`src/rtl/pwm10_gen.sv`:
```
module pwm10_gen #(
  parameter int TW = 8
) (
  input  logic          clk,
  input  logic          rst_n,
  input  logic          reg_we,
  input  logic [2:0]    reg_addr,
  input  logic [7:0]    reg_wdata,
  output logic [7:0]    reg_rdata,
  output logic          pwm_out,
  output logic          pwm_oe,
  output logic          period_irq
);
  localparam int DW = TW + 2;
  localparam int CW = 8;

  logic [TW-1:0] per_q, dhi_q, act_hi_q, tmr_q;
  logic [1:0]    dlo_q, psel_q, act_lo_q, sub;
  logic          run_q, oe_q, flag_q, pwm_q;
  logic [CW-1:0] cnt_q, pmask;
  logic [DW-1:0] base, act, pend;
  logic          step, tick, wrap, wr_ctrl, psel_chg;

  assign pmask    = CW'((9'd1 << (2 * psel_q)) - 9'd1);
  assign sub      = cnt_q[2 * psel_q +: 2];
  assign step     = run_q && ((cnt_q & pmask) == pmask);
  assign tick     = step && (sub == 2'b11);
  assign wrap     = tick && (tmr_q == per_q);
  assign base     = {tmr_q, sub};
  assign act      = {act_hi_q, act_lo_q};
  assign pend     = {dhi_q, dlo_q};
  assign wr_ctrl  = reg_we && (reg_addr == 3'd2);
  assign psel_chg = wr_ctrl && (reg_wdata[3:2] != psel_q);

  always_ff @(posedge clk or negedge rst_n) begin
    if (!rst_n) begin
      per_q  <= '0;
      dhi_q  <= '0;
      dlo_q  <= '0;
      psel_q <= '0;
      run_q  <= 1'b0;
      oe_q   <= 1'b0;
    end else if (reg_we) begin
      case (reg_addr)
        3'd0: per_q <= reg_wdata[TW-1:0];
        3'd1: dhi_q <= reg_wdata[TW-1:0];
        3'd2: begin
          dlo_q  <= reg_wdata[1:0];
          psel_q <= reg_wdata[3:2];
          run_q  <= reg_wdata[4];
          oe_q   <= reg_wdata[5];
        end
        default: ;
      endcase
    end
  end

  always_ff @(posedge clk or negedge rst_n) begin
    if (!rst_n)        cnt_q <= '0;
    else if (psel_chg) cnt_q <= '0;
    else if (run_q)    cnt_q <= tick ? '0 : cnt_q + CW'(1);
  end

  always_ff @(posedge clk or negedge rst_n) begin
    if (!rst_n)    tmr_q <= '0;
    else if (tick) tmr_q <= wrap ? '0 : tmr_q + TW'(1);
  end

  always_ff @(posedge clk or negedge rst_n) begin
    if (!rst_n) begin
      act_hi_q <= '0;
      act_lo_q <= '0;
    end else if (wrap) begin
      act_hi_q <= dhi_q;
      act_lo_q <= dlo_q;
    end
  end

  always_ff @(posedge clk or negedge rst_n) begin
    if (!rst_n)                                    pwm_q <= 1'b0;
    else if (wrap)                                 pwm_q <= (pend != '0);
    else if (step && ((base + DW'(1)) == act))     pwm_q <= 1'b0;
  end

  always_ff @(posedge clk or negedge rst_n) begin
    if (!rst_n)                                          flag_q <= 1'b0;
    else if (wrap)                                       flag_q <= 1'b1;
    else if (reg_we && reg_addr == 3'd3 && reg_wdata[0]) flag_q <= 1'b0;
  end

  always_comb begin
    reg_rdata = '0;
    case (reg_addr)
      3'd0: reg_rdata[TW-1:0] = per_q;
      3'd1: reg_rdata[TW-1:0] = dhi_q;
      3'd2: reg_rdata[5:0]    = {oe_q, run_q, psel_q, dlo_q};
      3'd3: reg_rdata[0]      = flag_q;
      3'd4: reg_rdata[TW-1:0] = act_hi_q;
      3'd5: reg_rdata[1:0]    = act_lo_q;
      default: ;
    endcase
  end

  assign pwm_out    = pwm_q;
  assign pwm_oe     = oe_q;
  assign period_irq = flag_q;

  assert_restart_R2: assert property (@(posedge clk) disable iff (!rst_n)
    wrap |=> (tmr_q == '0) && flag_q);

  assert_latch_R6: assert property (@(posedge clk) disable iff (!rst_n)
    wrap |=> act == $past(pend));

  assert_hold_act_R6: assert property (@(posedge clk) disable iff (!rst_n)
    !wrap |=> $stable(act));

  assert_zero_low_R4: assert property (@(posedge clk) disable iff (!rst_n)
    (act == '0) |-> !pwm_q);

  assert_full_high_R5: assert property (@(posedge clk) disable iff (!rst_n)
    (pwm_q && !wrap && (act > {per_q, 2'b11})) |=> pwm_q);

  assert_frozen_R9: assert property (@(posedge clk) disable iff (!rst_n)
    !run_q |=> $stable(tmr_q) && $stable(pwm_q));
endmodule

```
`config.mk`:
```
export PLATFORM = sky130hd
export DESIGN_NAME = pwm10_gen
export DESIGN_NICKNAME = d
export VERILOG_FILES = /design/src/rtl/pwm10_gen.sv
export SDC_FILE = /design/constraint.sdc
export NUM_CORES = 1
export LEC_CHECK = 0
export BUFFER_PORTS_ARGS = -buffer_cell sky130_fd_sc_hd__buf_2
export CORE_UTILIZATION = 60
export CTS_CLUSTER_SIZE = 16
export DETAILED_ROUTE_END_ITERATION = 16
export PLACE_DENSITY = 0.9
export SYNTH_ARGS = -nofsm -noshare
export SYNTH_HDL_FRONTEND = slang
export SYNTH_SLANG_ARGS = --single-unit
```
`constraint.sdc`:
```
create_clock -name clk -period 3.32 [get_ports clk]
set_input_delay 0.332 -clock clk [delete_from_list [all_inputs] [get_ports clk]]
set_output_delay 0.332 -clock clk [all_outputs]
set_load 0.01 [all_outputs]
```
==> reports/metrics.csv <==
metric,value,unit
clock buffer depth,2,
Setup Viol. Count Final,0,
clock buffer count from CTS,5,
Core Rows,25,
period utilization,83.8,%
total length of routed wires,6410,um
final setup TNS,0,ns
critical path data arrival time,2.98,ns
CP required,3.52,ns
total number of yosys warnings,0,
GP Congestion,0.879,
first-pass GRT wire length,10800,um
crit-path max cell delay,0.62,ns
RSZ-0062 raised after global routing,false,
Crit. End Element,register,
Final Skew,0.00674,ns
initial antenna violation count,0,
Chip Width,72.2,um
drc violations,0,
pwr/cell area,579,nW/um^2
crit path launch type,register,
layout cells sized above 1,25.7,%
critical path class,register to register,
Slew Limit Headroom,27.0,%
most frequent cells in the layout,"dfrtp_1 (50), mux2_2 (33), nor2_1 (26), buf_2 (24), xnor2_1 (22)",
CP cell instances,mux4_2 -> ha_1 -> and4_1 -> xnor2_1 -> a211o_1 -> o21ai_0 -> nand4b_1 -> a31o_1,
vias in the first global route,2219,
Post-Syn Instances,281,
pin count of the biggest net entering global routing,51,
clk sink count,50,
initial drt markers,184,
Initial Util,62.5,%
Area Overhead vs Synth,7.92,%
DR vias,2216,
"Seq/Total Area, Yosys",42.4,%
Worst IR Drop VDD,0.386,mV
post-synthesis area per instance,10.5,sq um
DRT antenna net count,0,
post-DR wirelength/cell,17.7,um
Synth Flop Type,dfrtp_1,
"most common cell after layout, fill and taps aside",dfrtp_1,
gr usage total,27.2,%
nets,312,
CTS resizes,0,
clk root buf,clkbuf_8,
H-tree Lvls,2,
"Setup Fix Bufs, Post-CTS",0,
chip height,72.2,um
core outline area,4720,sq um
num ports,25,
largest fanout on the critical path,9,
"EDFF count, synth",0,
Initial DRT Pass Iterations,4,
leakage power,1.40,nW
Pins Over Slew Limit,0,
"Hold Vio Cnt, Final",0,
Tightest Pin Transition,1.09,ns
Ant. Diodes,0,
Synth cell types,57,
hold buffer count at cts,0,
Die ar.,5210,sq um
Final min period,2.78,ns
GRT overflow,0,
WHS,0.234,ns
syn_nets,298,
max cap viols,0,
clk_lat worst skew,0.31,ns
I/O Buffers,24,
CTS tree,yes,
hpwl dp,4590,um
Mapped Area,2950,sq um
CP max stage cell,mux4_2,
Synth async-reset ratio,100,%
fmax,360,MHz
Hold Crit Class,input port to asynchronous set/reset pin,
status,finished clean,
"CTS clk-pin slew, worst paths",0.09,ns
post-synthesis register bit count,50,
vias per cell,6.10,
[kinds of logic after synthesis]
| group | share of synthesized area [%] |
|---|---|
| and+or+nand+nor | 15.4 |
| buffers and inverters | 3.22 |
| adders and majority gates | 1.27 |
| muxes | 17.8 |
| DFF | 42.4 |
| xor gates and xnor gates | 9.49 |
| AOI/OAI and AO/OA | 10.4 |
[flip-flops by register name (all words and copies together) (netlist names)]
name,flops
cnt_q,8
per_q,8
dlo_q,2
act_hi_q,8
run_q,1
pwm_oe,1
tmr_q,8
period_irq,1
psel_q,2
act_lo_q,2
dhi_q,8
pwm_out,1
[Yosys cell counts (5+ instances only)]
master / number / area (sq um)
xor2_1: 10 / 87.6
nor2_1: 26 / 97.6
o21ai_0: 14 / 70.1
nand2_1: 18 / 67.6
a21oi_1: 9 / 45.0
xnor2_1: 22 / 193
mux2i_1: 11 / 110
clkbuf_1: 9 / 33.8
mux2_2: 33 / 372
nand4_1: 6 / 37.5
nand3_1: 5 / 25.0
dfrtp_1: 50 / 1250
[area by class of cell]
cell class	instances	area, sq um
fillers	338	1540
clock inverters	2	37.5
well taps	67	83.8
inverters	4	15.0
multi-input cells	210	1610
flip-flops and latches	50	1250
repair buffers	24	120
clock buffers	6	72.6
[final timing paths]
| check | startpoint | endpoint | slack (ns) | depth (start not counted) |
|---|---|---|---|---|
| hold reg to reg | pwm_out$_DFFE_PN0P_ | pwm_out$_DFFE_PN0P_ | 0.54 | 1 |
| hold / removal | rst_n | per_q[7]$_DFFE_PN0P_ | 0.23 | 1 |
| setup reg to reg | psel_q[0]$_DFFE_PN0P_ | pwm_out$_DFFE_PN0P_ | 0.54 | 8 |
| max in group asynchronous | rst_n | run_q$_DFFE_PN0P_ | 2.42 | 1 |
| setup / recovery | psel_q[0]$_DFFE_PN0P_ | pwm_out$_DFFE_PN0P_ | 0.54 | 8 |
| min in group clk | reg_wdata[6] | dhi_q[6]$_DFFE_PN0P_ | 0.27 | 2 |
[report_power, final]
part / internal (W) / leakage (nW) / total (W) / switching, W
clock network: 0.000225 / 0.0514 / 0.000431 / 0.000205
registers: 0.000722 / 0.645 / 0.000903 / 0.000181
logic: 0.000271 / 0.703 / 0.000512 / 0.000241
total: 0.00122 / 1.40 / 0.00185 / 0.000628
[worst max-delay path: cells and delay by family, from the launching register on]
kind,cells,cell delay (ns)
multiplexers,1,0.62
flip-flops,1,0.61
AO/OA/AOI/OAI,3,0.60
AND/OR/NAND/NOR,2,0.37
adder cells (fa/ha/maj),1,0.33
XOR/XNOR,1,0.16
[metrics by stage]
stage                     worst slack (ns)  util [%]  total power [W]  cells  instance area, sq um
after CTS                            0.527      67.5          0.00184    363                  3190
after detailed placement             0.566      65.2          0.00141    355                  3080
after floorplan                      0.754         -          0.00127    281                  2950
after global placement               0.647      65.2          0.00139    355                  3080
final                                0.539      67.5          0.00185    363                  3190
after global routing                 0.366      67.5          0.00194    363                  3190
[per-layer routing]
layer	GRT usage (%)	routed length [um]	vias to the layer above
met5	0	0	-
met4	8.06	93	0
met3	4.17	302	8
met2	46.4	3330	70
met1	36.1	2680	1098
li1	-	-	1040
Note: power is estimated with default switching activity, not from simulation.
